### src/rtl/addr_latch_pkg.sv
package addr_latch_pkg;
  typedef enum logic [1:0] {
    MODE_WRITE  = 2'd0,
    MODE_HOLD   = 2'd1,
    MODE_DECODE = 2'd2,
    MODE_CLEAR  = 2'd3
  } mode_e;

  function automatic mode_e get_mode(input logic en_n, input logic clr_n);
    case ({clr_n, en_n})
      2'b10:   return MODE_WRITE;
      2'b11:   return MODE_HOLD;
      2'b00:   return MODE_DECODE;
      default: return MODE_CLEAR;
    endcase
  endfunction
endpackage

### src/rtl/addr_onehot_dec.sv
module addr_onehot_dec #(
  parameter int ADDR_W = 3,
  localparam int N_OUT = 1 << ADDR_W
) (
  input  logic [ADDR_W-1:0] addr_i,
  output logic [N_OUT-1:0]  sel_o
);
  for (genvar i = 0; i < N_OUT; i++) begin : g_sel
    assign sel_o[i] = (addr_i == ADDR_W'(i));
  end
endmodule

### src/rtl/latch_cell.sv
module latch_cell
  import addr_latch_pkg::*;
(
  input  logic  clk_i,
  input  logic  rst_ni,
  input  mode_e mode_i,
  input  logic  sel_i,
  input  logic  d_i,
  output logic  q_o
);
  logic q_d, q_q;

  always_comb begin
    q_d = q_q;
    unique case (mode_i)
      MODE_WRITE:  if (sel_i) q_d = d_i;
      MODE_HOLD:   q_d = q_q;
      MODE_DECODE: q_d = sel_i & d_i;
      MODE_CLEAR:  q_d = 1'b0;
      default:     q_d = q_q;
    endcase
  end

  always_ff @(posedge clk_i or negedge rst_ni) begin
    if (!rst_ni) q_q <= 1'b0;
    else         q_q <= q_d;
  end

  assign q_o = q_q;
endmodule

### src/rtl/addr_latch_dec.sv
module addr_latch_dec
  import addr_latch_pkg::*;
#(
  parameter int ADDR_W = 3,
  localparam int N_OUT = 1 << ADDR_W
) (
  input  logic              clk_i,
  input  logic              rst_ni,
  input  logic              d_i,
  input  logic [ADDR_W-1:0] addr_i,
  input  logic              en_ni,
  input  logic              clr_ni,
  output logic [N_OUT-1:0]  q_o
);
  mode_e            mode;
  logic [N_OUT-1:0] sel;

  assign mode = get_mode(en_ni, clr_ni);

  addr_onehot_dec #(.ADDR_W(ADDR_W)) u_dec (
    .addr_i (addr_i),
    .sel_o  (sel)
  );

  for (genvar i = 0; i < N_OUT; i++) begin : g_cell
    latch_cell u_cell (
      .clk_i  (clk_i),
      .rst_ni (rst_ni),
      .mode_i (mode),
      .sel_i  (sel[i]),
      .d_i    (d_i),
      .q_o    (q_o[i])
    );
  end

  AST_WRITE_BIT: assert property (@(posedge clk_i) disable iff (!rst_ni)
    !en_ni |=> q_o[$past(addr_i)] == $past(d_i));
  AST_KEEP_OTHERS: assert property (@(posedge clk_i) disable iff (!rst_ni)
    (clr_ni && !en_ni) |=> ((q_o ^ $past(q_o)) & ~$past(sel)) == '0);
  AST_HOLD_ALL: assert property (@(posedge clk_i) disable iff (!rst_ni)
    (clr_ni && en_ni) |=> $stable(q_o));
  AST_DECODE_ONEHOT: assert property (@(posedge clk_i) disable iff (!rst_ni)
    (!clr_ni && !en_ni) |=> $onehot0(q_o));
  AST_CLEAR_ALL: assert property (@(posedge clk_i) disable iff (!rst_ni)
    (!clr_ni && en_ni) |=> q_o == '0);
endmodule

### config.mk
export PLATFORM = sky130hd
export DESIGN_NAME = addr_latch_dec
export DESIGN_NICKNAME = d
export VERILOG_FILES = /design/src/rtl/addr_latch_pkg.sv /design/src/rtl/addr_onehot_dec.sv /design/src/rtl/latch_cell.sv /design/src/rtl/addr_latch_dec.sv
export SDC_FILE = /design/constraint.sdc
export NUM_CORES = 1
export LEC_CHECK = 0
export BUFFER_PORTS_ARGS = -buffer_cell sky130_fd_sc_hd__buf_2
export CORE_AREA = 2 2 39 41
export CTS_CLUSTER_SIZE = 20
export DETAILED_ROUTE_END_ITERATION = 8
export DIE_AREA = 0 0 41 43
export PLACE_DENSITY = 0.55
export RECOVER_POWER = 25
export SYNTH_ARGS = -nofsm -noshare
export SYNTH_HDL_FRONTEND = slang
export SYNTH_SLANG_ARGS = --single-unit
### constraint.sdc
create_clock -name clk_i -period 1.04 [get_ports clk_i]
set_clock_uncertainty 0.2 [all_clocks]
set_input_delay 0.156 -clock clk_i [delete_from_list [all_inputs] [get_ports clk_i]]
set_output_delay 0.156 -clock clk_i [all_outputs]
set_load 0.01 [all_outputs]
==> flow_metrics.py, run 1 <==
metrics = {
    "run_status": {
        "status": "finished with violations",
        "violations": "setup timing",
    },
    "floorplan": {
        "io_pins": 16,
        "initial_core_util_pct": 33.00,
        "rows": 14,
        "die_w_um": 41,
        "design.core.area_um2": 1384,
        "die_area_um2": 1763,
        "die_h_um": 43,
    },
    "timing": {
        "fin_ws_ns": -0.09355,
        "worst_slew_pin_slew_ns": 0.4630,
        "fin_crit_sh_pct": 109.0,
        "drv_slew": 0,
        "finalCriticalPeriod_ns": 1.134,
        "rsz0062_at_grt": "yes",
        "fmax_mhz": 882.2,
        "setup_viol": 8,
        "hold_viol": 0,
        "max-slew-margin-rel_pct": 69.13,
    },
    "synthesis": {
        "synth_seq_cells": 8,
        "syn-cell-area_um2": 456.7,
        "syn_nets": 50,
        "synth.distinct_cells": 11,
        "synth-seq-area-share_pct": 43.84,
        "yosysWarnings": 0,
        "synthCells": 42,
        "avgSynthCellArea_um2": 10.87,
    },
    "setup_path": {
        "crit_required_ns": 0.68,
        "timing.rr.start": "g_cell[2].u_cell.q_o$_DFFE_PN0P_",
        "crit_fanout": 2,
        "rr_worst_depth": 3,
        "critical_path_buf_inv_count": 1,
        "cp-startpoint": "g_cell[0].u_cell.q_o$_DFFE_PN0P_",
        "crit_cells": 1,
        "critPathKind": "register to primary output",
        "crit_chain": "buf_2",
        "endpoint": "q_o[0]",
        "crit_arrival_ns": 0.78,
        "end_kind": "primary output",
        "path_delay_family": "flip-flops",
        "cp_slowest_cell": "dfrtp_1",
        "critical_path.max_stage_delay_ns": 0.38,
        "worst-r2r-setup-slack_ns": 0.10,
        "start_kind": "register",
        "r2r_end": "g_cell[2].u_cell.q_o$_DFFE_PN0P_",
    },
    "pwr": {
        "powerDensity_nw_per_um2": 1215,
        "finalPower_uw": 664.2,
        "p_leak_uw": 0.0002671,
        "peakVddDrop_v": 0.0004008,
    },
    "clock_network": {
        "htree_levels": 1,
        "cts_buffers": 3,
        "clkSlewWorstSetupHoldPaths_ns": 0.06,
        "ctsLongestPathBuffers": 2,
        "cts_tree": "yes",
        "clock_latency_ns": 0.25,
        "cts-root-buf": "clkbuf_4",
        "numClockSinks": 8,
    },
    "place": {
        "place_inst": 64,
        "numPortBuffers": 15,
        "gp_congestion": 0.6455,
        "dp_hpwl_um": 644.9,
    },
    "drt": {
        "antenna_left": 0,
        "dr.pass1.iters": 1,
        "m1WireLength_um": 432,
        "via_per_inst": 4.771,
        "drc": 0,
        "top_layer": "met3",
        "met2RoutedLength_um": 429,
        "drt_iter0_markers": 0,
        "wl_met3_um": 49,
        "vias": 334,
        "avgRoutedWirePerCell_um": 13.01,
        "wl_um": 911,
    },
    "grt": {
        "grt_pass1_vias": 326,
        "grt_pass1_wl_um": 1469,
        "antenna_found_initial": 0,
        "grt_use_total_pct": 12.74,
        "overflow": 0,
        "grt_max_degree": 9,
    },
    "finish": {
        "fin_nets": 64,
        "largest_reg_flops": 8,
        "layout-drive-gt1-share_pct": 40.74,
        "utilization_pct": 39.51,
        "num_antenna_cells": 0,
        "final-instance-count-excl-fill": 70,
        "syn_to_final_growth_pct": 19.73,
    },
    "hold_path": {
        "hold_path.class": "input port to register",
    },
    "run": {
        "max_cap_violations": 0,
    },
}
## metrics by stage
stage                     TNS [ns]  hold slack [ns]  cell area, um2  setup WS [ns]
after floorplan                  0          -0.3396           456.7        0.06505
after global placement     -0.5788          -0.1853           488.0        -0.1481
after detailed placement   -0.6552          -0.1854           488.0        -0.1608
after CTS                  -0.7683          0.01251           520.5        -0.1073
after global routing       -0.9095          0.04031           546.8        -0.1231
final                      -0.6595          0.01642           546.8       -0.09355
## power breakdown
group	switching [uW]	total [uW]	leakage [uW]	internal, uW
Sequential	5.59	328	0.000110	322
Clock	112	245	0.0000138	133
Combinational	50.0	91.8	0.000143	41.8
## final cells by class
cell class | instances | area, um2
sequential | 8 | 200.2
fill | 151 | 837.1
inverter | 1 | 3.754
tap | 16 | 20.02
multi-input combinational | 24 | 195.2
timing repair buffer | 18 | 105.1
clock buffer | 3 | 22.52
## metal layers
| metal | GRT usage (%) | vias up |
|---|---|---|
| li1 | - | 164 |
| met1 | 16.45 | 161 |
| met2 | 18.13 | 9 |
| met3 | 1.571 | 0 |
| met4 | 10.00 | 0 |
| met5 | 0 | - |
## cells in the mapped netlist
cell type / instances / area share [%]
nor4b_1: 3 / 5.8
inv_1: 1 / 0.82
and4bb_1: 1 / 2.7
mux2i_1: 8 / 18
clkbuf_1: 1 / 0.82
nand4b_1: 1 / 1.9
and4bb_2: 2 / 5.5
nor4_1: 1 / 1.4
buf_4: 8 / 13
nand2_1: 8 / 6.6
dfrtp_1: 8 / 44
## worst min-delay path by stage
stage            from                          endpoint  slack, ns  cells after the start
6_report       clr_ni  g_cell[1].u_cell.q_o$_DFFE_PN0P_       0.02                      3
3_3_place_gp   rst_ni  g_cell[2].u_cell.q_o$_DFFE_PN0P_      -0.19                      1
3_5_place_dp   rst_ni  g_cell[2].u_cell.q_o$_DFFE_PN0P_      -0.19                      1
2_1_floorplan  rst_ni  g_cell[0].u_cell.q_o$_DFFE_PN0P_      -0.34                      0
4_1_cts        clr_ni  g_cell[1].u_cell.q_o$_DFFE_PN0P_       0.01                      3
5_1_grt        clr_ni  g_cell[1].u_cell.q_o$_DFFE_PN0P_       0.04                      3
## kinds of logic after synthesis
family | synth area share, %
simple gates | 23.84
buf+inv | 14.79
mux | 17.53
flops | 43.84
## what timing repair did
action / in CTS / in global routing
endpoints found under the hold margin: 8 / 0
endpoints found under the setup margin: 8 / 9
hold buffers: 1 / 0
buffers inserted: 0 / 2
resized for setup: 0 / 2
## cells in the final DEF (no fill, tap or decap), types with 2 or more instances in the layout
cell	instances
clkbuf_4	3
dfrtp_1	8
buf_4	2
nor4b_1	2
buf_2	13
nand2_1	8
mux2i_1	8
and4bb_2	2
Note: power is estimated with default switching activity, not from simulation.
==> run 2, diff against run 1 <==
--- a/config.mk
+++ b/config.mk
@@ -5,12 +5,13 @@
 export SDC_FILE = /design/constraint.sdc
 export NUM_CORES = 1
 export LEC_CHECK = 0
-export BUFFER_PORTS_ARGS = -buffer_cell sky130_fd_sc_hd__buf_2
+export ABC_AREA = 1
 export CORE_AREA = 2 2 39 41
 export CTS_CLUSTER_SIZE = 20
 export DETAILED_ROUTE_END_ITERATION = 8
 export DIE_AREA = 0 0 41 43
-export PLACE_DENSITY = 0.55
+export DONT_BUFFER_PORTS = 1
+export PLACE_DENSITY = 0.52
 export RECOVER_POWER = 25
 export SYNTH_ARGS = -nofsm -noshare
 export SYNTH_HDL_FRONTEND = slang
==> run 2 against run 1 <==
The flow finishes with violations (hold timing, setup timing). Worst setup slack better by 0.017 ns. Routed wire length is 4.9% lower. Clock power is 3% lower. Register-to-register slack worse by 0.06 ns. Highest routed layer is now met4.
==> flow_metrics.py, run 2 <==
metrics = {
    "run": {
        "max_cap_violations": 0,
    },
    "floorplan": {
        "initial_core_util_pct": 39.24,
        "die_area_um2": 1763,
        "io_pins": 16,
        "design.core.area_um2": 1384,
        "die_w_um": 41,
        "die_h_um": 43,
        "rows": 14,
    },
    "timing": {
        "max-slew-margin-rel_pct": 75.70,
        "setup_viol": 8,
        "fin_hold_ws_ns": -0.1112,
        "rsz0062_at_grt": "yes",
        "fin_crit_sh_pct": 107.4,
        "drv_slew": 0,
        "fmax_mhz": 895.4,
        "fin_ws_ns": -0.07684,
        "finalCriticalPeriod_ns": 1.117,
        "worst_slew_pin_slew_ns": 0.3633,
        "hold_viol": 8,
    },
    "drt": {
        "drc": 0,
        "drt_iter0_markers": 3,
        "antenna_left": 0,
        "via_per_inst": 4.232,
        "wl_um": 866,
        "vias": 419,
        "avgRoutedWirePerCell_um": 8.747,
        "dr.pass1.iters": 3,
    },
    "setup_path": {
        "timing.rr.start": "g_cell[4].u_cell.q_o$_DFFE_PN0P_",
        "critical_path.max_stage_delay_ns": 0.39,
        "worst-r2r-setup-slack_ns": 0.04,
        "end_kind": "primary output",
        "critical_path_buf_inv_count": 1,
        "critPathKind": "register to primary output",
        "crit_fanout": 2,
        "crit_required_ns": 0.68,
        "cp_slowest_cell": "dfrtp_1",
        "crit_arrival_ns": 0.76,
        "path_delay_family": "flip-flops",
        "r2r_end": "g_cell[4].u_cell.q_o$_DFFE_PN0P_",
        "crit_chain": "buf_6",
        "rr_worst_depth": 5,
        "start_kind": "register",
    },
    "finish": {
        "n_fill_cell": 155,
        "layout-drive-gt1-share_pct": 26.51,
        "final_common_cell": "nand2_1",
        "final_area_um2": 648.1,
        "utilization_pct": 46.84,
        "fin_nets": 93,
        "num_antenna_cells": 0,
        "final_cell_mix": "32 x nand2_1, 11 x inv_1, 8 x nand3_1, 8 x dfrtp_1, 8 x buf_6",
        "largest_reg_flops": 8,
        "syn_to_final_growth_pct": 19.35,
    },
    "synthesis": {
        "synthTopCellsByArea": "dfrtp_1 37%, nand2_1 23%, buf_4 11%",
        "ys_top_cells_by_count": "33 x nand2_1, 11 x inv_1, 8 x buf_4, 8 x dfrtp_1, 8 x nand3_1",
        "synth-edff-count": 0,
        "synthCells": 76,
        "yosys.area.top_type": "dfrtp_1",
        "yosysWarnings": 0,
        "synth_top_flop_cell": "dfrtp_1",
        "avgSynthCellArea_um2": 7.145,
        "synth_seq_cells": 8,
        "syn-cell-area_um2": 543.0,
        "synth-seq-area-share_pct": 36.87,
        "async_flop_share_pct": 100.0,
        "synth.most_common_cell": "nand2_1",
        "syn_nets": 84,
        "yosysTopAreaCellShare_pct": 36.87,
        "synth.distinct_cells": 12,
    },
    "hold_path": {
        "hold_path.class": "input port to register",
        "hold_start": "clr_ni",
        "hold_end": "g_cell[4].u_cell.q_o$_DFFE_PN0P_",
        "holdPathStages": 4,
    },
    "clock_network": {
        "numClockSinks": 8,
        "cts-root-buf": "clkbuf_4",
        "ctsLongestPathBuffers": 2,
        "cts_buffers": 3,
        "htree_levels": 1,
        "cts-hold-fix-buffers": 1,
        "clock_latency_ns": 0.25,
        "cts_tree": "yes",
        "clkSlewWorstSetupHoldPaths_ns": 0.06,
    },
    "run_status": {
        "violations": "hold timing, setup timing",
        "status": "finished with violations",
    },
    "pwr": {
        "powerDensity_nw_per_um2": 1097,
        "p_leak_uw": 0.0004017,
        "finalPower_uw": 711.2,
        "peakVddDrop_v": 0.0004261,
    },
    "grt": {
        "grt_max_degree": 9,
        "grt_pass1_wl_um": 1400,
        "overflow": 0,
        "grt_pass1_vias": 363,
        "grt_use_total_pct": 12.36,
        "antenna_found_initial": 0,
    },
    "place": {
        "preCtsSetupSlack_ns": 0.1436,
        "gp_congestion": 0.7292,
        "dp_hpwl_um": 685.6,
        "dpl_cell_area_um2": 553.0,
        "numPortBuffers": 0,
    },
}
-- run 2: cell types whose count changed after synthesis, moves of 2 or more --
cell and change:
nand3_1 +8, mux2i_1 -8, nor2_2 +2, nor4b_1 -3, and4bb_2 -2, inv_1 +10, nand2_1 +25
-- run 2: how the worst max path moves through the flow --
stage	endpoint	start	slack, ns	depth (start not counted)
2_1_floorplan	g_cell[0].u_cell.q_o$_DFFE_PN0P_	clr_ni	0.16	5
3_3_place_gp	g_cell[4].u_cell.q_o$_DFFE_PN0P_	addr_i[1]	0.17	4
3_5_place_dp	g_cell[4].u_cell.q_o$_DFFE_PN0P_	addr_i[1]	0.14	4
4_1_cts	q_o[3]	g_cell[3].u_cell.q_o$_DFFE_PN0P_	-0.09	1
5_1_grt	q_o[5]	g_cell[5].u_cell.q_o$_DFFE_PN0P_	-0.10	1
6_report	q_o[1]	g_cell[1].u_cell.q_o$_DFFE_PN0P_	-0.08	1
-- run 2: per-layer routing --
metal	track usage, %	vias to the layer above	share of wire, %
met2	17.19	10	44
met4	10.00	0	1.4
met3	4.188	2	6.6
met5	0	-	0
met1	14.57	176	47
li1	-	231	-
-- run 2: per-stage QoR --
step / TNS (ns) / instances
2_1_floorplan: 0 / 76
3_3_place_gp: 0 / 91
3_5_place_dp: 0 / 91
4_1_cts: -0.6420 / 98
5_1_grt: -0.7605 / 99
6_report: -0.5749 / 99
-- run 2: kinds of logic (layout without fill, tap and decap cells) --
group | after synthesis | after routing | share of synthesized area (%)
simple gates | 46 | 46 | 38.94
buf+inv | 22 | 29 | 24.19
flops | 8 | 8 | 36.87
-- run 2: what timing repair did --
| item | CTS | global route |
|---|---|---|
| endpoints found under the hold margin | 16 | 8 |
| resized for setup | 8 | 1 |
| setup buffers | 3 | 1 |
| pin swaps | 0 | 1 |
| setup endpoints to repair | 8 | 9 |
| cloned | 0 | 0 |
-- run 2: cell type report --
type	count	area [um2]	share of cell area, %
clock buffer	3	22.52	3.475
inverter	13	61.31	9.459
multi-input combinational	46	214.0	33.01
sequential	8	200.2	30.89
tap	16	20.02	3.089
timing repair buffer	13	130.1	20.08
-- run 2: power by group --
part / leakage [uW] / switching [uW] / internal (uW) / total [uW]
Sequential: 0.000108 / 11.0 / 329 / 340
Clock: 0.0000138 / 106 / 132 / 238
Combinational: 0.000280 / 63.9 / 69.8 / 134
Total: 0.000402 / 181 / 530 / 711
==> run 3, diff against run 2 <==
--- a/config.mk
+++ b/config.mk
@@ -6,10 +6,10 @@
 export NUM_CORES = 1
 export LEC_CHECK = 0
 export ABC_AREA = 1
-export CORE_AREA = 2 2 39 41
+export CORE_AREA = 10 10 47 49
 export CTS_CLUSTER_SIZE = 20
 export DETAILED_ROUTE_END_ITERATION = 8
-export DIE_AREA = 0 0 41 43
+export DIE_AREA = 0 0 57 59
 export DONT_BUFFER_PORTS = 1
 export PLACE_DENSITY = 0.52
 export RECOVER_POWER = 25
==> run 3 against run 2 <==
The flow still finishes with violations (hold timing, setup timing). Worst setup slack worse by 0.023 ns. Cell count is 1.0% higher. Non-clock buffer count up 1. Routed wire length grew 28%. Via count grew 3.3%. Count of clock-buffer cells in the layout is the same. First-iteration DRC count grew to 2.7 times the previous value. Sequential cell count unchanged. Die area up 91%. Register-to-register slack is essentially flat.
==> flow_metrics.py, run 3 (synthesized netlist as in run 2, its figures left out) <==
metrics = {
    "drt": {
        "wl_um": 1107,
        "drt_iter0_markers": 8,
        "m1WireLength_um": 428,
        "dr.pass1.iters": 4,
        "vias": 433,
        "met2RoutedLength_um": 557,
        "drc": 0,
        "top_layer": "met4",
        "wl_met3_um": 106,
        "via_per_inst": 4.330,
        "avgRoutedWirePerCell_um": 11.07,
        "antenna_left": 0,
    },
    "clock_network": {
        "clkSlewWorstSetupHoldPaths_ns": 0.06,
        "htree_levels": 1,
        "ctsLongestPathBuffers": 2,
        "clock_latency_ns": 0.25,
        "cts_buffers": 3,
        "cts_tree": "yes",
        "numClockSinks": 8,
        "cts-root-buf": "clkbuf_4",
        "cts-hold-fix-buffers": 2,
    },
    "floorplan": {
        "initial_core_util_pct": 38.75,
        "die_w_um": 57,
        "design.core.area_um2": 1401,
        "die_area_um2": 3363,
        "rows": 14,
        "die_h_um": 59,
        "io_pins": 16,
    },
    "timing": {
        "fin_ws_ns": -0.1000,
        "fmax_mhz": 877.2,
        "drv_slew": 0,
        "finalCriticalPeriod_ns": 1.140,
        "hold_viol": 8,
        "fin_crit_sh_pct": 109.6,
        "finalSetupTns_ns": -0.6367,
        "max-slew-margin-rel_pct": 72.36,
        "fin_hold_ws_ns": -0.09455,
        "worst_slew_pin_slew_ns": 0.4146,
        "setup_viol": 8,
        "rsz0062_at_grt": "yes",
    },
    "hold_path": {
        "hold_path.class": "input port to register",
    },
    "setup_path": {
        "crit_fanout": 2,
        "critPathKind": "register to primary output",
        "critical_path_buf_inv_count": 1,
        "crit_chain": "buf_6",
        "path_delay_family": "flip-flops",
        "critical_path.max_stage_delay_ns": 0.40,
        "crit_arrival_ns": 0.78,
        "cp_slowest_cell": "dfrtp_1",
        "start_kind": "register",
        "crit_required_ns": 0.68,
        "end_kind": "primary output",
    },
    "pwr": {
        "peakVddDrop_v": 0.0005696,
        "finalPower_uw": 728.5,
        "p_leak_uw": 0.0004182,
        "powerDensity_nw_per_um2": 1078,
    },
    "place": {
        "gp_congestion": 0.7134,
        "dp_hpwl_um": 824.3,
        "numPortBuffers": 0,
    },
    "finish": {
        "utilization_pct": 48.21,
        "n_fill_cell": 158,
        "final_common_cell": "nand2_1",
        "layout-drive-gt1-share_pct": 29.76,
        "final_cell_mix": "29 x nand2_1, 11 x inv_1, 10 x buf_6, 8 x nand3_1, 8 x dfrtp_1",
        "multi_input_area_um2": 221.5,
        "syn_to_final_growth_pct": 24.42,
        "num_antenna_cells": 0,
        "seq_area_um2": 200.2,
        "largest_reg_flops": 8,
        "fin_nets": 94,
    },
    "grt": {
        "grt_use_total_pct": 7.304,
        "antenna_found_initial": 0,
        "grt_pass1_vias": 439,
        "grt_pass1_wl_um": 1918,
        "overflow": 0,
        "grt_max_degree": 9,
    },
    "run": {
        "max_cap_violations": 0,
    },
    "run_status": {
        "status": "finished with violations",
        "violations": "hold timing, setup timing",
    },
}
[run 3: stage by stage]
| stage | instance area, um2 | hold slack, ns | std cells | setup slack, ns |
|---|---|---|---|---|
| 2_1_floorplan | 543.0 | -0.3396 | 76 | 0.1567 |
| 3_3_place_gp | 553.0 | -0.3393 | 91 | 0.1639 |
| 3_5_place_dp | 553.0 | -0.3393 | 91 | 0.1241 |
| 4_1_cts | 648.1 | -0.09913 | 99 | -0.1193 |
| 5_1_grt | 675.6 | -0.08037 | 100 | -0.1296 |
| 6_report | 675.6 | -0.09455 | 100 | -0.1000 |
[run 3: layout make-up]
type / instances / share of cell area, %
inverter: 13 / 9.074
tap: 16 / 2.963
sequential: 8 / 29.63
clock buffer: 3 / 3.333
timing repair buffer: 14 / 22.22
multi-input combinational: 46 / 32.78
[run 3: report_power, final]
part / internal [uW] / leakage (uW) / switching, uW
registers: 329 / 0.000108 / 12.5
clock network: 132 / 0.0000138 / 105
logic: 76.6 / 0.000296 / 73.5
[run 3: what timing repair did]
| item | CTS | global route |
|---|---|---|
| endpoints found under the setup margin | 8 | 16 |
| cloned | 0 | 0 |
| pin swaps | 0 | 5 |
| buffers inserted | 3 | 1 |
| gates resized for setup | 8 | 7 |
| hold endpoints to repair | 16 | 8 |
[run 3: routing by layer]
metal / track usage (%) / up-vias
met4: 5.034 / 0
met2: 11.32 / 10
met1: 7.609 / 188
li1: - / 233
met3: 3.648 / 2
met5: 0 / -
[run 3: path summary, 6_finish.rpt]
check                                            startpoint                          endpoint  slack, ns  cells after the start
min in group asynchronous                            rst_ni  g_cell[0].u_cell.q_o$_DFFE_PN0P_       0.06                      1
hold reg to reg            g_cell[6].u_cell.q_o$_DFFE_PN0P_  g_cell[6].u_cell.q_o$_DFFE_PN0P_       0.38                      4
hold / removal                                          d_i  g_cell[5].u_cell.q_o$_DFFE_PN0P_      -0.09                      4
setup reg to reg           g_cell[5].u_cell.q_o$_DFFE_PN0P_  g_cell[5].u_cell.q_o$_DFFE_PN0P_       0.04                      5
setup / recovery           g_cell[0].u_cell.q_o$_DFFE_PN0P_                            q_o[0]      -0.10                      1
max in group asynchronous                            rst_ni  g_cell[2].u_cell.q_o$_DFFE_PN0P_       0.30                      1
